## src/rtl/link_bist_pkg.sv

```systemverilog
package link_bist_pkg;

  parameter int unsigned BYTE_W = 8;

  // Expected character at the current loop position
  typedef struct packed {
    logic [BYTE_W-1:0] data;
    logic              special;
    logic              viol_slot;
    logic              loop_end;
  } bist_exp_t;

endpackage

```

## src/rtl/bist_lfsr.sv

```systemverilog
module bist_lfsr #(
  parameter int unsigned W    = 8,
  parameter logic [W-1:0] TAPS = 8'hB8,
  parameter logic [W-1:0] SEED = 8'h01
) (
  input  logic         clk,
  input  logic         rst_n,
  input  logic         load,
  input  logic         step,
  output logic [W-1:0] q
);

  logic [W-1:0] q_q;
  logic [W-1:0] q_d;
  logic         fb;

  assign fb = ^(q_q & TAPS);

  always_comb begin
    q_d = q_q;
    if (load) begin
      q_d = SEED;
    end else if (step) begin
      q_d = {q_q[W-2:0], fb};
    end
  end

  always_ff @(posedge clk or negedge rst_n) begin
    if (!rst_n) begin
      q_q <= SEED;
    end else if (load || step) begin
      q_q <= q_d;
    end
  end

  assign q = q_q;

endmodule

```

## src/rtl/bist_pattern_gen.sv

```systemverilog
module bist_pattern_gen
  import link_bist_pkg::*;
#(
  parameter logic [BYTE_W-1:0] SEED      = 8'h01,
  parameter logic [BYTE_W-1:0] TAPS      = 8'hB8,
  parameter logic [BYTE_W-1:0] MARKER    = 8'hFC,
  parameter int unsigned       VIOL_LOG2 = 6
) (
  input  logic      clk,
  input  logic      rst_n,
  input  logic      restart,
  input  logic      advance,
  output bist_exp_t exp_o
);

  logic [BYTE_W-1:0] pos_q;
  logic [BYTE_W-1:0] pos_d;
  logic [BYTE_W-1:0] lfsr_q;
  logic              at_end;
  logic              at_viol;

  assign at_end  = &pos_q;
  assign at_viol = (&pos_q[VIOL_LOG2-1:0]) & ~at_end;

  always_comb begin
    pos_d = pos_q;
    if (restart) begin
      pos_d = '0;
    end else if (advance) begin
      pos_d = pos_q + 1'b1;
    end
  end

  always_ff @(posedge clk or negedge rst_n) begin
    if (!rst_n) begin
      pos_q <= '0;
    end else if (restart || advance) begin
      pos_q <= pos_d;
    end
  end

  bist_lfsr #(
    .W    (BYTE_W),
    .TAPS (TAPS),
    .SEED (SEED)
  ) u_lfsr (
    .clk   (clk),
    .rst_n (rst_n),
    .load  (restart | (advance & at_end)),
    .step  (advance & ~at_end),
    .q     (lfsr_q)
  );

  always_comb begin
    exp_o.data      = at_end ? MARKER : lfsr_q;
    exp_o.special   = at_end;
    exp_o.viol_slot = at_viol;
    exp_o.loop_end  = at_end;
  end

endmodule

```

## config.mk

```make
export PLATFORM = sky130hd
export DESIGN_NAME = bist_pattern_gen
export DESIGN_NICKNAME = d
export VERILOG_FILES = /design/src/rtl/link_bist_pkg.sv /design/src/rtl/bist_lfsr.sv /design/src/rtl/bist_pattern_gen.sv
export SDC_FILE = /design/constraint.sdc
export NUM_CORES = 1
export LEC_CHECK = 0
export CAP_MARGIN = 10
export CORE_MARGIN = 4
export CORE_UTILIZATION = 56
export CTS_BUF_LIST = sky130_fd_sc_hd__clkbuf_16
export CTS_CLUSTER_SIZE = 24
export DETAILED_ROUTE_END_ITERATION = 10
export DONT_BUFFER_PORTS = 1
export GPL_ROUTABILITY_DRIVEN = 0
export PLACE_DENSITY = 0.67
export REMOVE_ABC_BUFFERS = 1
export SLEW_MARGIN = 30
export SYNTH_ARGS = -nofsm -noshare
export SYNTH_HDL_FRONTEND = slang
export SYNTH_HIERARCHICAL = 1
export SYNTH_SLANG_ARGS = --single-unit
```

## constraint.sdc

```tcl
create_clock -name clk -period 1.97 [get_ports clk]
set_input_delay 0.0985 -clock clk [delete_from_list [all_inputs] [get_ports clk]]
set_output_delay 0.0985 -clock clk [all_outputs]
set_load 0.005 [all_outputs]
```

==> results.py <==
metrics = {
    "setup_path": {
        "r2r-end": "u_lfsr/q[4]",
        "critical_path_launch_point_type": "flip-flop",
        "critPathCaptureType": "flip-flop",
        "worstPathArrival_ps": 1840,
        "cp_max_fo": 9,
        "cp_data_required_time_ps": 2100,
        "ff2ff_path_depth": 6,
        "critPathKind": "reg -> reg",
        "timing.rr.start": "pos_q[0]",
        "ff2ff_setup_slack_ps": 260,
    },
    "pwr": {
        "power.density_cell_area_nw_per_um2": 843.3,
        "post-layout-total-power_w": 0.0007850,
        "reported_leakage_power_nw": 0.4364,
        "vdd_drop_max_mv": 0.5130,
    },
    "detailed_routing": {
        "route.final.wire_length_mm": 1.511,
        "route.detailed.wl_per_inst_um": 15.26,
        "route.detailed.drc": 0,
        "drt.antenna.violating_nets": 0,
        "dr.first_iter.drc_count": 0,
        "avgViaCountPerCell": 5.677,
        "drt-pass1-iter-count": 1,
        "detailroute.via_count": 562,
    },
    "cts": {
        "tritoncts": "done",
        "cts_setup_buffers": 0,
        "clock_latency_on_the_worst_skew_pair_ps": 250,
        "tritoncts.num_buffers": 3,
        "clkSlewWorstSetupHoldPaths_ps": 50,
        "cts_max_path_buffers": 2,
        "cts_sinks": 16,
        "clk_root_buffer_cell": "sky130_fd_sc_hd__clkbuf_16",
        "cts-htree-levels": 1,
    },
    "place": {
        "detailed_place_hpwl_mm": 1.048,
        "dpl_worst_slack_ps": 76.42,
        "placedInstanceArea_um2": 824.5,
        "port_buffers": 0,
    },
    "synth": {
        "synth_compound_area_frac": 0.07153,
        "mappedNetlistArea_um2": 857.1,
        "post_synth_mux_area_share": 0.09343,
        "synth_largest_area_cell": "sky130_fd_sc_hd__dfrtp_1",
        "area_fraction_in_and_or_nand_and_nor_cells_after_synthesis": 0.2029,
        "ys.warnings.count": 6,
        "yosys.area_share.adder": 0.01460,
        "yosysUniqueCellTypes": 27,
        "synth_top_family_by_area": "simple AND/OR/NAND/NOR gates",
        "xor_xnor_portion_of_the_synthesized_cell_area": 0.07153,
        "ys_seq_elements": 16,
        "syn-mean-instance-area_um2": 10.08,
        "synth_top_cell_area_share": 0.4380,
        "instance_count_of_the_mapped_netlist": 85,
        "yosys-top-cells-area": "sky130_fd_sc_hd__dfrtp_1 44%, sky130_fd_sc_hd__mux2i_1 9.3%, sky130_fd_sc_hd__nor2_1 5.7%, sky130_fd_sc_hd__or2_2 4.4%, sky130_fd_sc_hd__xnor2_1 4.1%",
        "yosysSeqAreaShare": 0.4686,
    },
    "timing": {
        "final_min_period_over_clock_period": 0.8683,
        "setup-violations-final": 0,
        "timing.final.crit_period_ps": 1711,
        "unrepaired_setup_endpoints_after_global_routing": "no",
        "max-slew-margin-rel": 0.5333,
        "tightest_slew_ps": 697.8,
        "fin_ws_ps": 259.4,
        "hold_violations": 0,
        "clock_skew_ps": 3.446,
        "report.final.slew_viol_count": 0,
        "maxClockFrequency_mhz": 584.6,
        "totalNegativeSetupSlack_ps": 0,
    },
    "global_route": {
        "grt_first_pass_wirelength_mm": 2.525,
        "grt_overflow": 0,
        "maximum_number_of_pins_on_one_net_before_global_route_repair": 17,
        "antenna_found_initial": 0,
        "vias_in_the_first_global_route": 531,
        "groute.usage.overall": 0.1710,
    },
    "layout": {
        "synthToLayoutAreaGrowth_pct": 8.613,
        "final_layout_size_suffix_gt1_frac": 0.1786,
        "num_antenna_cells": 0,
        "design.final.nets": 90,
        "finished_layout_cell_area_um2": 930.9,
        "fillCellCount": 109,
    },
    "min_path": {
        "holdCritPathClass": "in -> reg",
        "timing.hold.worst_path_depth": 2,
        "worst_hold_path.endpoint": "pos_q[0]",
        "hold_path.startpoint": "advance",
    },
    "die": {
        "design.die.area_um2": 2220,
        "floorplan.die.width_um": 47.12,
        "num_rows": 13,
        "floorplan.initialDensity": 0.6273,
        "ioPinCount": 15,
        "vertical_die_dimension_um": 47.12,
        "core_region_area_um2": 1366,
    },
    "outcome": {
        "status": "finished, final reports clean",
    },
    "flow_run": {
        "max_cap_violations": 0,
    },
}
-- power breakdown --
group	switching (W)	internal (W)
clock	0.000122	0.000269
combinational	0.0000256	0.0000199
sequential	0.00000879	0.000340
total	0.000156	0.000629
-- synthesized netlist by cell type (all sizes together) --
library cell	count
buf	8
mux2i	8
nor3	2
ha	1
or2	6
nand2	4
o31ai	1
nand4	2
nor3b	1
xnor2	4
or4	1
nand3	1
nor2	13
a31oi	1
inv	2
a21o	1
o2111ai	1
a21oi	3
dfstp	1
dfrtp	15
xor2	3
nor2b	2
o21ai	2
or3	2
-- timing repair --
action | 4_1_cts | 5_1_grt
endpoints found under the hold margin | 24 | 0
setup endpoints to repair | 0 | 8
hold buffers | 2 | 0
gates resized for setup | 0 | 2
-- layout by cell type, fill, tap and decap left out, drive strengths merged, types with 2 or more instances in the layout --
cell         synthesis  routed
a21oi                3       3
clkbuf               0       3
dfrtp               15      15
dlygate4sd3          0       2
inv                  2       2
mux2i                8       8
nand2                4       4
nand4                2       2
nor2                13      13
nor2b                2       2
nor3                 2       2
o21ai                2       2
or2                  6       6
or3                  2       2
xnor2                4       4
xor2                 3       3
-- per-stage QoR --
stage	instances	hold WS [ps]	utilization
final	99	15.50	0.6813
after global routing	99	34.76	0.6813
after CTS	99	16.97	0.6758
after detailed placement	93	-196.7	0.6035
after global placement	93	-196.7	0.6035
after floorplan	77	-197.1	-
-- per-layer routing --
metal | part of all wire | up-vias | GRT usage | wire, µm
li1 | - | 281 | - | -
met4 | 0.028 | 0 | 0.1160 | 42
met3 | 0.050 | 5 | 0.04981 | 76
met1 | 0.47 | 265 | 0.2225 | 703
met2 | 0.46 | 11 | 0.2439 | 688
met5 | 0 | - | 0 | 0
-- state kept, by name (all words and copies together) (netlist names) --
signal,cells
pos_q,8
u_lfsr/q,8
-- layout make-up --
type | instances | area (µm²) | share of cell area
clock buffers | 3 | 75.07 | 0.08065
clock inverters | 1 | 3.754 | 0.004032
inverters | 2 | 7.507 | 0.008065
multi-input cells | 59 | 396.6 | 0.4261
flip-flops and latches | 16 | 401.6 | 0.4315
well taps | 15 | 18.77 | 0.02016
repair buffers | 3 | 27.53 | 0.02957
-- kinds of logic (layout without fill, tap and decap cells) --
family          count (synthesis)  in the layout
simple gates                   34             34
flops                          16             16
buf+inv                        10              9
compound gates                  9              9
mux                             8              8
xor+xnor                        7              7
fa+ha+maj                       1              1
-- worst max-delay path: stages (launching register included) --
cell and delay, ps:
sky130_fd_sc_hd__dfrtp_1 410, sky130_fd_sc_hd__ha_1 240, sky130_fd_sc_hd__nand2_1 140, sky130_fd_sc_hd__nor3_2 80, sky130_fd_sc_hd__nor2_2 400, sky130_fd_sc_hd__mux2i_1 270
sky130_fd_sc_hd__nor2_1 50
-- worst max path at each step --
stage,startpoint,to,depth (start not counted)
final,pos_q[0],u_lfsr/q[4],6
after global routing,pos_q[0],u_lfsr/q[5],6
after CTS,pos_q[0],u_lfsr/q[4],6
after detailed placement,pos_q[0],u_lfsr/q[4],6
after global placement,pos_q[0],u_lfsr/q[5],6
after floorplan,pos_q[0],u_lfsr/q[1],6
Note: power is estimated with default switching activity, not from simulation.
